### src/rtl/ssort_pkg.sv
package ssort_pkg;

  parameter int unsigned KEY_W = 8;

  typedef struct packed {
    logic             vld;
    logic [KEY_W-1:0] key;
  } slot_t;

  localparam slot_t SLOT_EMPTY = '{vld: 1'b0, key: '0};

  // a <= b, with an empty slot ranked above every key
  function automatic logic slot_le(input slot_t a, input slot_t b);
    return (!b.vld) || (a.vld && (a.key <= b.key));
  endfunction

  function automatic slot_t slot_min(input slot_t a, input slot_t b);
    return slot_le(a, b) ? a : b;
  endfunction

  function automatic slot_t slot_max(input slot_t a, input slot_t b);
    return slot_le(a, b) ? b : a;
  endfunction

endpackage

### src/rtl/ssort_cell.sv
module ssort_cell
  import ssort_pkg::*;
(
  input  logic  clk,
  input  logic  rst_n,
  input  logic  pop_en,
  input  slot_t dn_in,
  input  slot_t up_in,
  output slot_t dn_out,
  output slot_t up_out
);

  slot_t lo_q, hi_q, dn_q;
  slot_t ins_lo, ins_mid, ins_hi;
  slot_t rem_lo, rem_hi;

  // three-way order of the held pair with the key arriving from above
  always_comb begin
    if (slot_le(dn_in, lo_q)) begin
      ins_lo  = dn_in;
      ins_mid = lo_q;
      ins_hi  = hi_q;
    end else if (slot_le(dn_in, hi_q)) begin
      ins_lo  = lo_q;
      ins_mid = dn_in;
      ins_hi  = hi_q;
    end else begin
      ins_lo  = lo_q;
      ins_mid = hi_q;
      ins_hi  = dn_in;
    end
  end

  // after handing lo upward, the pair is hi plus the minimum from below
  always_comb begin
    rem_lo = slot_min(hi_q, up_in);
    rem_hi = slot_max(hi_q, up_in);
  end

  always_ff @(posedge clk) begin
    if (!rst_n) begin
      lo_q <= SLOT_EMPTY;
      hi_q <= SLOT_EMPTY;
      dn_q <= SLOT_EMPTY;
    end else if (pop_en) begin
      lo_q <= rem_lo;
      hi_q <= rem_hi;
      dn_q <= SLOT_EMPTY;
    end else if (dn_in.vld) begin
      lo_q <= ins_lo;
      hi_q <= ins_mid;
      dn_q <= ins_hi;
    end else begin
      dn_q <= SLOT_EMPTY;
    end
  end

  assign up_out = lo_q;
  assign dn_out = dn_q;

  // the pair stays ordered, and an occupied hi implies an occupied lo
  assert_pair_ordered_R4: assert property (@(posedge clk) disable iff (!rst_n)
    slot_le(lo_q, hi_q));

  // a drain never meets a key still descending into this cell
  assert_no_drain_in_flight_R7: assert property (@(posedge clk) disable iff (!rst_n)
    !(pop_en && dn_in.vld));

endmodule

### src/rtl/ssort_ctrl.sv
module ssort_ctrl #(
  parameter int unsigned DEPTH = 8,
  localparam int unsigned CNT_W = $clog2(DEPTH + 1)
) (
  input  logic clk,
  input  logic rst_n,
  input  logic mode_pop,
  input  logic in_valid,
  input  logic busy,
  output logic push_fire,
  output logic pop_fire,
  output logic full,
  output logic empty
);

  localparam logic [CNT_W-1:0] CNT_MAX = CNT_W'(DEPTH);

  logic [CNT_W-1:0] count_q;

  assign full      = (count_q == CNT_MAX);
  assign empty     = (count_q == '0);
  assign push_fire = !mode_pop && in_valid && !full;
  assign pop_fire  = mode_pop && !empty && !busy;

  always_ff @(posedge clk) begin
    if (!rst_n)         count_q <= '0;
    else if (push_fire) count_q <= count_q + 1'b1;
    else if (pop_fire)  count_q <= count_q - 1'b1;
  end

  // the occupancy never exceeds the stack capacity
  assert_count_bound_R3: assert property (@(posedge clk) disable iff (!rst_n)
    count_q <= CNT_MAX);

  // the occupancy only changes when a load or drain was accepted
  assert_count_stable_R2: assert property (@(posedge clk) disable iff (!rst_n)
    (!push_fire && !pop_fire) |=> $stable(count_q));

endmodule

### src/rtl/ssort_stack.sv
module ssort_stack
  import ssort_pkg::*;
#(
  parameter int unsigned DEPTH = 8,
  localparam int unsigned CELLS = (DEPTH + 1) / 2
) (
  input  logic             clk,
  input  logic             rst_n,
  input  logic             mode_pop,
  input  logic             in_valid,
  input  logic [KEY_W-1:0] in_data,
  output logic             out_valid,
  output logic [KEY_W-1:0] out_data,
  output logic             full,
  output logic             empty
);

  slot_t chain_dn [0:CELLS];
  slot_t chain_up [0:CELLS];
  logic  push_fire, pop_fire, busy;
  logic  out_valid_q;
  logic [KEY_W-1:0] out_data_q;

  ssort_ctrl #(.DEPTH(DEPTH)) u_ctrl (
    .clk       (clk),
    .rst_n     (rst_n),
    .mode_pop  (mode_pop),
    .in_valid  (in_valid),
    .busy      (busy),
    .push_fire (push_fire),
    .pop_fire  (pop_fire),
    .full      (full),
    .empty     (empty)
  );

  assign chain_dn[0]     = '{vld: push_fire, key: in_data};
  assign chain_up[CELLS] = SLOT_EMPTY;

  for (genvar k = 0; k < CELLS; k++) begin : g_cell
    ssort_cell u_cell (
      .clk    (clk),
      .rst_n  (rst_n),
      .pop_en (pop_fire),
      .dn_in  (chain_dn[k]),
      .up_in  (chain_up[k+1]),
      .dn_out (chain_dn[k+1]),
      .up_out (chain_up[k])
    );
  end

  // a key is still descending if any inter-cell carry is occupied
  always_comb begin
    busy = 1'b0;
    for (int k = 1; k < CELLS; k++) busy = busy | chain_dn[k].vld;
  end

  always_ff @(posedge clk) begin
    if (!rst_n) begin
      out_valid_q <= 1'b0;
      out_data_q  <= '0;
    end else begin
      out_valid_q <= pop_fire;
      if (pop_fire) out_data_q <= chain_up[0].key;
    end
  end

  assign out_valid = out_valid_q;
  assign out_data  = out_data_q;

  // nothing ever falls out of the bottom cell
  assert_no_overflow_R3: assert property (@(posedge clk) disable iff (!rst_n)
    !chain_dn[CELLS].vld);

  // back-to-back drained keys never decrease
  assert_ascending_R4: assert property (@(posedge clk) disable iff (!rst_n)
    (out_valid_q && $past(out_valid_q)) |-> (out_data_q >= $past(out_data_q)));

  // the occupancy flag and the top slot agree on emptiness
  assert_empty_top_R5: assert property (@(posedge clk) disable iff (!rst_n)
    (empty && !busy) |-> !chain_up[0].vld);

  // a drain only happens when a key sits at the top
  assert_drain_has_key_R5: assert property (@(posedge clk) disable iff (!rst_n)
    pop_fire |-> chain_up[0].vld);

endmodule

### config.mk
export PLATFORM = sky130hd
export DESIGN_NAME = ssort_stack
export DESIGN_NICKNAME = d
export VERILOG_FILES = /design/src/rtl/ssort_pkg.sv /design/src/rtl/ssort_cell.sv /design/src/rtl/ssort_ctrl.sv /design/src/rtl/ssort_stack.sv
export SDC_FILE = /design/constraint.sdc
export NUM_CORES = 1
export LEC_CHECK = 0
export BUFFER_PORTS_ARGS = -buffer_cell sky130_fd_sc_hd__buf_2
export CAP_MARGIN = 5
export CORE_ASPECT_RATIO = 1.25
export CORE_MARGIN = 2
export CORE_UTILIZATION = 57
export DETAILED_ROUTE_END_ITERATION = 8
export MAX_ROUTING_LAYER = met4
export PLACE_DENSITY = 0.74
export SLEW_MARGIN = 10
export SYNTH_ARGS = -nofsm -noshare
export SYNTH_HDL_FRONTEND = slang
export SYNTH_SLANG_ARGS = --single-unit
### constraint.sdc
create_clock -name clk -period 8.1 [get_ports clk]
set_clock_uncertainty 0.15 [all_clocks]
set_input_delay 1.62 -clock clk [delete_from_list [all_inputs] [get_ports clk]]
set_output_delay 1.62 -clock clk [all_outputs]
set_load 0.005 [all_outputs]
==> key figures, run 1 <==
STA
  – Final Hold Fails: 0
  – Slew @ Worst Pin: roughly 1.1 ns
  – Slew HR: between 20% and 30%
  – Final Max Slew Viols: 0
  – Final Setup Violations: 0
  – Fmax achieved: 259 MHz
  – Unrepaired setup endpoints after global routing: no
  – Tcrit/Tclk final: 47.7%
  – Final min period: between 3 and 4 ns
  – Final TNS setup: 0 ns

Power and ir drop
  – Sw Share: 45.1%
  – Int Pwr: 1.47 mW
  – Maximum vdd drop: 181 µV
  – Switching power: 1.20 mW
  – Comb power frac: roughly 51%
  – Power Density: approximately 330 mW/mm²
  – Clock power share: roughly 17%
  – Pleak: 3.25 nW
  – Overall power: ~2.7 mW
  – Register share of total power: roughly 32%

Clock tree
  – CTS Buffer Depth: 2
  – Hold Buf Count CTS: 0
  – Root buf cell: clkbuf_16
  – CTS sink cnt: ~110
  – CTS H-Tree Depth: 3
  – Post-CTS Setup Bufs: 0
  – Skew-Pair Late Insertion Delay: about 0.37 ns
  – TritonCTS Buffers: 9
  – TritonCTS clock tree: done
  – Post_cts resized: 0
  – Clock-pin slew on the worst setup and hold paths: 0.08 ns

Synthesis
  – Distinct cell type count after synthesis: around 70
  – Ranking of synthesized cells by area: dfxtp_1 (29%), ha_1 (15%), mux2i_1 (7.7%)
  – Post-Synthesis Cell Area: 0.00766 mm²
  – Cell accounting for the most synthesized area: dfxtp_1
  – Net Count, Synth: between 1000 and 1500
  – Post-Synthesis Cells: roughly 920
  – Number of synthesized register bits: between 100 and 150
  – Share of the yosys chip area belonging to registers: between 20 and 30%
  – Ys Warns: 0
  – Mean Syn Cell Area: between 8 and 9 µm²
  – EDFF count, synth: 0
  – Post-synth ARST share: 0%
  – Area share of the largest cell type after synthesis: 29.3%
  – Main synth FF type: dfxtp_1

Cells and area
  – Final core utilization: about three fifths
  – P&R area growth vs syn: 6.29%
  – Fraction of layout cells with a size suffix above 1: under 10%
  – # diodes: 0
  – Cell area after layout: around 0.0081 mm²
  – Nets@finish: a little over 1000

Placement
  – IO buf count: 22
  – Gpl congestion: roughly 0.91
  – DP Area: just under 0.008 mm²
  – Hpwl dp: 14400 µm

Detailed routing
  – Routed Antenna Nets: 0
  – DR vias/cell: about 6.3
  – Iter 0 DRT Violations: 467
  – Vias: ~7000
  – Wire length per cell: ~18 µm
  – Final wirelength: 20000 µm
  – Router iterations before antenna repair: 5
  – # DRC: 0

Floorplanning
  – Initial Util: 58.1%
  – Core area: around 0.013 mm²
  – Die Y: roughly 130 µm
  – Ports: 23
  – Rows: 47
  – Full die area: about 0.014 mm²
  – Chip width: 108 µm

GRT
  – Initial antenna violation count: 0
  – Number of global-route vias before repair: 6507
  – GRT Total Usage: about 29%
  – Largest net degree at the start of global routing: 72
  – First-pass GRT wire length: roughly 33000 µm
  – Total gr overflow: 0

Setup path
  – Crit end category: flop
  – Worst path arrival time: about 4 ns
  – R2R cell count: 9
  – Crit-path max FO: 18
  – CP startpoint kind: primary input
  – WP data required: 8.24 ns
  – Crit path kind: primary input to flop

Hold path
  – Hold crit path type: flop to flop
  – Hold Path Cell Cnt: 2

Outcome
  – Status: finished clean

Flow run
  – Max cap viols: 0
[critical path, cell delays in order]
cell and delay [ns]:
buf_2 0.13, ha_1 0.30, nor2b_1 0.14, o211ai_1 0.09, a21oi_1 0.32, nor2_1 0.16, a2111oi_4 0.92, a211oi_2 0.10
a211oi_2 0.22
[placed cells by master (no fill, tap or decap), types with 10 or more instances in the layout]
cell type	n
dfxtp_1	112
ha_1	90
a21oi_1	86
nand2_1	80
inv_1	74
mux2i_1	59
nor2_1	54
o21ai_0	47
nand3_1	27
a31oi_1	22
buf_2	22
nor2b_1	18
nor3_1	17
a21o_1	16
o22ai_1	16
nand4_1	13
nand2b_1	11
o21a_1	11
a211o_1	10
[synth_stat cells (all sizes together) (13+ instances only)]
cell / number
o22ai: 16
buf: 16
o21ai: 49
nand2: 80
mux2i: 59
a21o: 17
a21oi: 86
nor2: 55
nand4: 13
ha: 90
a31oi: 22
inv: 75
dfxtp: 112
nor3: 18
nor2b: 18
nand3: 27
clkbuf: 31
[cells by family (layout without fill, tap and decap cells)]
kind of cell | after synthesis | in the layout | synth area share (%)
muxes | 68 | 68 | 9.04
xor gates and xnor gates | 3 | 3 | 0.343
DFF | 112 | 112 | 29.3
AOI/OAI and AO/OA | 280 | 280 | 24.6
adders and majority gates | 91 | 91 | 15.0
buffers and inverters | 123 | 123 | 6.70
and+or+nand+nor | 238 | 238 | 15.1
[flip-flops by register name (all words and copies together), names as in the netlist]
| register | cells |
|---|---|
| g_cell.u_cell.hi_q | 36 |
| out_data | 8 |
| g_cell.u_cell.dn_out | 27 |
| out_valid | 1 |
| g_cell.u_cell.up_out | 36 |
| u_ctrl.count_q | 4 |
[stage by stage]
| stage | setup slack [ns] | instances | hold WS (ns) |
|---|---|---|---|
| 2_1_floorplan | 4.44 | 915 | 0.296 |
| 3_3_place_gp | 3.96 | 1069 | 0.291 |
| 3_5_place_dp | 3.89 | 1069 | 0.293 |
| 4_1_cts | 4.26 | 1085 | 0.305 |
| 5_1_grt | 4.02 | 1086 | 0.318 |
| 6_report | 4.24 | 1086 | 0.304 |
[worst paths after layout]
check	from	end	slack [ns]
worst max-delay path	in_data[1]	g_cell[0].u_cell.hi_q[8]	4.24
worst min-delay path	out_data[2]	out_data[2]	0.30
worst max register to register	g_cell[2].u_cell.up_out[3]	g_cell[2].u_cell.hi_q[8]	4.61
worst min register to register	out_data[2]	out_data[2]	0.30
[per-layer routing]
metal  vias up  share of wire (%)  wire, µm  global-route usage (%)
li1       3329                  -         -                       -
met4         0                3.5       708                    13.5
met1      3302                 43      8550                    35.6
met5         -                  0         0                       -
met3        50                3.3       655                    3.23
met2       165                 50     10100                    49.0
[final cells by class]
| cell class | count | area [µm²] |
|---|---|---|
| Multi-Input combinational cell | 680 | 4920 |
| Timing Repair Buffer | 32 | 189 |
| Tap cell | 171 | 214 |
| Sequential cell | 112 | 2240 |
| Clock inverter | 7 | 66.3 |
| Inverter | 75 | 284 |
| Fill cell | 1171 | 5030 |
| Clock buffer | 9 | 225 |
[power groups by stage]
stage	Combinational (mW)	Sequential (mW)	Clock, mW
floorplan	1.07	0.795	0
global placement	1.30	0.860	0
detailed placement	1.33	0.861	0
CTS	1.34	0.848	0.460
global route	1.52	0.871	0.479
finish	1.36	0.854	0.454
Note: power is estimated with default switching activity, not from simulation.
==> run 2, diff against run 1 <==
--- a/config.mk
+++ b/config.mk
@@ -5,6 +5,7 @@
 export SDC_FILE = /design/constraint.sdc
 export NUM_CORES = 1
 export LEC_CHECK = 0
+export ABC_AREA = 1
 export BUFFER_PORTS_ARGS = -buffer_cell sky130_fd_sc_hd__buf_2
 export CAP_MARGIN = 5
 export CORE_ASPECT_RATIO = 1.25
@@ -12,7 +13,7 @@
 export CORE_UTILIZATION = 57
 export DETAILED_ROUTE_END_ITERATION = 8
 export MAX_ROUTING_LAYER = met4
-export PLACE_DENSITY = 0.74
+export PLACE_DENSITY = 0.77
 export SLEW_MARGIN = 10
 export SYNTH_ARGS = -nofsm -noshare
 export SYNTH_HDL_FRONTEND = slang
==> constraint.sdc (replaced) <==
create_clock -name clk -period 3.5 [get_ports clk]
set_clock_uncertainty 0.15 [all_clocks]
set_input_delay 0.7 -clock clk [delete_from_list [all_inputs] [get_ports clk]]
set_output_delay 0.7 -clock clk [all_outputs]
set_load 0.005 [all_outputs]
==> key figures, run 2 <==
Outcome
  – Status: finished clean

Power and ir drop
  – Power Density: 689 mW/mm² (+110%)
  – Maximum vdd drop: 680 µV (+280%)
  – Overall power: 5.74 mW (+120%)
  – Pleak: 4.24 nW (+30%)

Cells and area
  – Most common cell after layout, fill and taps aside: nand2_1
  – Nets@finish: 1288 (+27%)
  – Fraction of layout cells with a size suffix above 1: 7.06% (-2.2 points)
  – Commonest cells after routing, fill and taps aside: nand2_1 (307), nor2_1 (144), inv_1 (123), dfxtp_1 (112), nand3_1 (105)
  – Number of cells in the finished layout apart from fillers: 1365 (+26%)
  – # fillers: 1357 (+16%)
  – Final core utilization: 60.8% (-1.0 points)
  – Cell area after layout: 0.00832 mm² (+2.3%)
  – # diodes: 0 (unchanged)
  – P&R area growth vs syn: 5.10%

Detailed routing
  – Routed Antenna Nets: 0 (unchanged)
  – Final wirelength: 21100 µm (+5.3%)
  – # DRC: 0 (unchanged)
  – DR vias/cell: 5.59 (-11%)
  – Router iterations before antenna repair: 6 (+1)
  – Wire length per cell: 15.4 µm (-16%)
  – Iter 0 DRT Violations: 766 (+64%)
  – Vias: 7636 (+12%)

Clock tree
  – TritonCTS clock tree: done
  – Post_cts resized: 0 (unchanged)
  – TritonCTS Buffers: 9 (unchanged)
  – Skew-Pair Late Insertion Delay: 0.37 ns (about the same)
  – Clock-pin slew on the worst setup and hold paths: 0.08 ns (about the same)
  – CTS sink cnt: 112 (unchanged)
  – CTS H-Tree Depth: 3 (unchanged)
  – Root buf cell: clkbuf_16
  – Hold Buf Count CTS: 0 (unchanged)
  – Post-CTS Setup Bufs: 0 (unchanged)
  – CTS Buffer Depth: 2 (unchanged)

Placement
  – Placed insts: 1349 (+26%)
  – DP Area: 0.00805 mm² (+2.7%)
  – Gpl congestion: 0.952 (+4.9%)
  – Hpwl dp: 15700 µm (+9.0%)
  – Post-Place Worst Slack: 0.761 ns (-3.13 ns)
  – IO buf count: 22 (unchanged)

Synthesis
  – Post-Synthesis Cell Area: 0.00792 mm² (+3.4%)
  – Cell with the most instances after synthesis: nand2_1
  – Commonest cells post-synth: nand2_1 (307), nor2_1 (144), inv_1 (123)
  – Post-synth ARST share: 0% (unchanged)
  – Net Count, Synth: 1289 (+27%)
  – Number of synthesized register bits: 112 (unchanged)
  – Ys Warns: 0 (unchanged)
  – Mean Syn Cell Area: 6.68 µm² (-20%)
  – Post-Synthesis Cells: 1186 (+30%)
  – Cell accounting for the most synthesized area: dfxtp_1
  – Share of the yosys chip area belonging to registers: 28.3% (-0.97 points)
  – Main synth FF type: dfxtp_1
  – EDFF count, synth: 0 (unchanged)
  – Distinct cell type count after synthesis: 40 (-41%)
  – Ranking of synthesized cells by area: dfxtp_1 (28%), nand2_1 (15%), ha_1 (14%)
  – Area share of the largest cell type after synthesis: 28.3% (-0.97 points)

Setup path
  – Worst path arrival time: 2.90 ns (-1.10 ns)
  – Worst-path cell chain: inv_1, ha_1, nand2_1, nor2_1, nand4_1, nand2_2, nand2_2, nand2_2, inv_2, nand2_2, nand2_2, nand3_1, nand2_1, nor2_1
  – Origin of the worst setup path: g_cell[1].u_cell.up_out[7]
  – Crit-path most repeated cell: nand2_2
  – Critical R2R Capture: g_cell[1].u_cell.hi_q[5]
  – Critical Path Sink: g_cell[1].u_cell.hi_q[5]
  – Reg-to-reg critical path startpoint: g_cell[1].u_cell.up_out[7]
  – R2r setup slk: 0.76 ns (-3.85 ns)
  – Slowest CP cell: dfxtp_1
  – R2R cell count: 14 (+5)
  – Crit path kind: flop to flop
  – WP data required: 3.65 ns (-4.59 ns)
  – CP peak stage delay: 0.39 ns (-0.53 ns)
  – CP startpoint kind: flop
  – Crit-path max FO: 17 (-1)
  – Crit end category: flop

Floorplanning
  – Rows: 48 (+2.1%)
  – Initial Util: 57.8% (-0.30 points)
  – Ports: 23 (unchanged)
  – Core area: 0.0137 mm² (+4.0%)
  – Chip width: 109 µm (+1.6%)
  – Full die area: 0.0149 mm² (+3.3%)
  – Die Y: 136 µm (+1.6%)

STA
  – Final Setup Violations: 0 (unchanged)
  – Fmax achieved: 364 MHz
  – Final Hold Fails: 0 (unchanged)
  – Slew @ Worst Pin: 0.617 ns (-0.460 ns)
  – Final min period: between 2 and 3 ns
  – Setup ws final: 0.755 ns (-3.48 ns)
  – Tcrit/Tclk final: between 70% and 80%
  – Final Max Slew Viols: 0 (unchanged)
  – Final TNS setup: 0 ns (unchanged)
  – Worst Hold Margin: 0.309 ns (+0.00513 ns)
  – Slew HR: 58.6% (+31 points)
  – Unrepaired setup endpoints after global routing: no

GRT
  – Number of global-route vias before repair: 7206 (+11%)
  – Largest net degree at the start of global routing: 74 (+2.8%)
  – First-pass GRT wire length: 34600 µm (+5.9%)
  – Initial antenna violation count: 0 (unchanged)
  – Total gr overflow: 0 (unchanged)
  – GRT Total Usage: 30.7% (+1.2 points)

Flow run
  – Max cap viols: 0 (unchanged)

Hold path
  – Hold crit path type: flop to flop
-- run 2: cell types whose count changed after synthesis, sizes merged, moves of 11 or more --
cell / change
nor3: -13
nand2b: -11
o22ai: -16
a211oi: +12
nand3: +80
buf: +13
clkbuf: -19
inv: +55
nor2: +94
nor2b: -18
nand2: +244
a31oi: -22
o21ai: +33
mux2i: -59
-- run 2: worst min-delay path by stage --
stage,to,cells past startpoint,startpoint,slack (ns)
CTS,out_data[1],2,out_data[1],0.31
floorplan,u_ctrl.count_q[3],1,u_ctrl.count_q[3],0.28
global route,out_data[0],2,out_data[0],0.33
global placement,out_data[1],2,out_data[1],0.29
detailed placement,out_data[1],2,out_data[1],0.29
finish,out_data[1],2,out_data[1],0.31
-- run 2: area by class of cell --
class                      count  area (µm²)  share of cell area, %
multi-input combinational    903        4920                   59.1
sequential                   112        2240                   26.9
inverter                     130         490                   5.89
clock buffer                  11         233                   2.80
tap                          175         219                   2.63
timing repair buffer          29         175                   2.10
clock inverter                 5        41.3                  0.496
-- run 2: worst max-delay path: cells and delay by family (launching register included) --
| family | cells | cell delay, ns |
|---|---|---|
| flops | 1 | 0.39 |
| fa+ha+maj | 1 | 0.32 |
| simple gates | 11 | 1.64 |
| buf+inv | 2 | 0.19 |
-- run 2: cells by family after synthesis --
family,synth area share (%)
compound gates,14.5
xor+xnor,0.111
fa+ha+maj,14.5
buf+inv,9.53
flops,28.3
simple gates,33.1
-- run 2: metal layers --
layer | up-vias | GRT usage (%) | part of all wire (%)
met4 | 0 | 13.7 | 3.9
met3 | 58 | 5.15 | 4.9
met2 | 239 | 51.5 | 50
met1 | 3456 | 35.5 | 42
met5 | - | - | 0
li1 | 3883 | - | -
-- run 2: report_power, final --
part           internal (mW)  switching (mW)
Clock                  0.493           0.518
Sequential              1.53           0.252
Combinational           1.02            1.92
==> run 3, diff against run 2 <==
--- a/config.mk
+++ b/config.mk
@@ -5,7 +5,7 @@
 export SDC_FILE = /design/constraint.sdc
 export NUM_CORES = 1
 export LEC_CHECK = 0
-export ABC_AREA = 1
+export ABC_AREA = 0
 export BUFFER_PORTS_ARGS = -buffer_cell sky130_fd_sc_hd__buf_2
 export CAP_MARGIN = 5
 export CORE_ASPECT_RATIO = 1.25
@@ -13,7 +13,7 @@
 export CORE_UTILIZATION = 57
 export DETAILED_ROUTE_END_ITERATION = 8
 export MAX_ROUTING_LAYER = met4
-export PLACE_DENSITY = 0.77
+export PLACE_DENSITY = 0.74
 export SLEW_MARGIN = 10
 export SYNTH_ARGS = -nofsm -noshare
 export SYNTH_HDL_FRONTEND = slang
==> constraint.sdc (replaced) <==
create_clock -name clk -period 2.7 [get_ports clk]
set_clock_uncertainty 0.15 [all_clocks]
set_input_delay 0.54 -clock clk [delete_from_list [all_inputs] [get_ports clk]]
set_output_delay 0.54 -clock clk [all_outputs]
set_load 0.005 [all_outputs]
==> key figures, run 3 (synthesized netlist as in run 1, its figures left out) <==
Detailed routing
  – Wire length per cell: 18.8 µm (+22%)
  – Vias: 7652 (+0.21%)
  – DR vias/cell: 6.18 (+10%)
  – Final wirelength: 23300 µm (+11%)
  – # DRC: 0 (unchanged)
  – Iter 0 DRT Violations: 603 (-21%)
  – Router iterations before antenna repair: 5 (-1)
  – Routed Antenna Nets: 0 (unchanged)

Placement
  – Gpl congestion: 0.901 (-5.4%)
  – Hpwl dp: 17000 µm (+7.7%)
  – Post-Place Worst Slack: -0.254 ns (-1.02 ns)
  – IO buf count: 22 (unchanged)

Setup path
  – WP data required: 2.84 ns (-0.81 ns)
  – R2r setup slk: -0.03 ns (-0.78 ns)
  – Crit end category: flop
  – Reg-to-reg critical path startpoint: g_cell[1].u_cell.up_out[1]
  – Crit path kind: flop to flop
  – Worst path arrival time: 2.87 ns (-0.03 ns)
  – CP startpoint kind: flop
  – Critical Path Sink: g_cell[0].u_cell.up_out[4]
  – R2R cell count: 11 (-3)
  – Critical R2R Capture: g_cell[0].u_cell.up_out[4]
  – Crit-path max FO: 6 (-11)
  – Origin of the worst setup path: g_cell[1].u_cell.up_out[1]

Clock tree
  – TritonCTS clock tree: done
  – CTS Buffer Depth: 2 (unchanged)
  – Root buf cell: clkbuf_16
  – CTS H-Tree Depth: 3 (unchanged)
  – CTS sink cnt: 112 (unchanged)
  – Clock-pin slew on the worst setup and hold paths: 0.07 ns (about the same)
  – TritonCTS Buffers: 9 (unchanged)
  – Skew-Pair Late Insertion Delay: 0.37 ns (about the same)

STA
  – Final min period: 2.73 ns (-0.0164 ns)
  – Tcrit/Tclk final: 101% (+23 points)
  – Final Hold Fails: 0 (unchanged)
  – Worst Hold Margin: 0.303 ns (-0.00613 ns)
  – Fmax achieved: 367 MHz (+0.60%)
  – Setup ws final: -0.0284 ns (-0.784 ns)
  – Final Max Slew Viols: 0 (unchanged)
  – Slew HR: 26.4% (-32 points)
  – Slew @ Worst Pin: 1.10 ns (+0.485 ns)
  – Final TNS setup: -0.0284 ns (-0.0284 ns)
  – Final Setup Violations: 1 (+1)
  – Unrepaired setup endpoints after global routing: yes

Floorplanning
  – Die Y: 134 µm (-1.6%)
  – Chip width: 108 µm (-1.6%)
  – Full die area: 0.0144 mm² (-3.2%)
  – Ports: 23 (unchanged)
  – Rows: 47 (-2.1%)
  – Initial Util: 58.1% (+0.30 points)
  – Core area: 0.0132 mm² (-3.8%)

GRT
  – GRT Total Usage: 33.2% (+2.6 points)
  – Number of global-route vias before repair: 7576 (+5.1%)
  – Total gr overflow: 0 (unchanged)
  – Initial antenna violation count: 0 (unchanged)
  – First-pass GRT wire length: 36800 µm (+6.2%)
  – Largest net degree at the start of global routing: 72 (-2.7%)

Power and ir drop
  – Sw Share: 42.5% (-4.4 points)
  – Pleak: 4.06 nW (-4.1%)
  – Register share of total power: 25.0% (-6.2 points)
  – Comb power frac: 59.3% (+8.1 points)
  – Switching power: 4.08 mW (+52%)
  – Int Pwr: 5.52 mW (+81%)
  – Power Density: 1010 mW/mm² (+46%)
  – Overall power: 9.60 mW (+67%)
  – Maximum vdd drop: 610 µV (-10%)
  – Clock power share: 15.7% (-1.9 points)

Outcome
  – Status: complete, but fails checks
  – Failing checks: negative setup slack

Cells and area
  – Fraction of layout cells with a size suffix above 1: 23.7% (+17 points)
  – P&R area growth vs syn: 24.6%
  – # diodes: 0 (unchanged)
  – Nets@finish: 1166 (-9.5%)
  – Final core utilization: 72.4% (+12 points)
  – Commonest cells after routing, fill and taps aside: buf_4 (154), dfxtp_1 (111), ha_1 (88), a21oi_1 (84), nand2_1 (79)
  – Most common cell after layout, fill and taps aside: buf_4

Hold path
  – Hold crit path type: flop to flop

Flow run
  – Max cap viols: 0 (unchanged)
-- run 3: cell count changes in the layout (fill, tap and decap cells not counted), sizes merged, moves of 13 or more --
cell | previous run | this run
nand2 | 324 | 80
buf | 29 | 184
nor2 | 149 | 55
nand3 | 107 | 27
mux2i | 0 | 59
inv | 132 | 77
o21ai | 82 | 49
a31oi | 0 | 22
nor2b | 0 | 18
o22ai | 0 | 16
nor3 | 5 | 18
-- run 3: worst min-delay path by stage --
stage,depth (start not counted),end,startpoint,slack [ns]
after floorplan,2,g_cell[3].u_cell.up_out[1],g_cell[3].u_cell.hi_q[1],0.30
after global placement,2,out_data[4],out_data[4],0.29
after detailed placement,2,out_data[2],out_data[2],0.29
after CTS,2,out_data[2],out_data[2],0.30
after global routing,2,out_data[0],out_data[0],0.33
final,2,out_data[2],out_data[2],0.30
-- run 3: power by group through the flow --
stage / registers (mW) / logic, mW / clock network, mW
5_1_grt: 2.44 / 6.22 / 1.57
4_1_cts: 2.38 / 5.29 / 1.51
3_5_place_dp: 2.42 / 5.14 / 0
2_1_floorplan: 2.38 / 3.21 / 0
6_report: 2.40 / 5.70 / 1.51
3_3_place_gp: 2.41 / 5.01 / 0
-- run 3: cell type report --
type	instances	area (µm²)
fill	1004	3630
clock buffer	10	239
clock inverter	6	87.6
multi-input combinational	681	5080
timing repair buffer	184	1390
inverter	75	284
sequential	112	2240
tap	171	214
-- run 3: repair_timing --
action	CTS	global route
endpoints found under the setup margin	19	36
setup buffers	3	5
hold buffers	0	0
pin swaps	1	10
resized for setup	2	30
gates cloned	0	1
-- run 3: worst max-delay path, cell delays in order (launching register included) --
cell and delay (ns):
dfxtp_1 0.31, inv_1 0.16, ha_4 0.24, nor2b_1 0.13, o21bai_1 0.17, a31oi_1 0.12
o41ai_2 0.38, buf_4 0.20, buf_6 0.14, mux2i_1 0.28, o21ai_0 0.17, a21oi_1 0.20
-- run 3: routing by layer --
metal  part of all wire [%]  vias to the layer above  global-route usage [%]  wire [µm]
met5                      0                        -                       -          0
met4                    5.4                        0                    18.4       1260
met3                    5.2                      108                    3.42       1220
met2                     51                      326                    57.7      11800
met1                     39                     3572                    36.8       9050
li1                       -                     3646                       -          -
-- run 3: through the flow --
step	instance area, µm²	cells
detailed placement	8960	1214
floorplan	7660	915
global placement	8960	1214
CTS	9340	1233
finish	9540	1239
global route	9540	1239
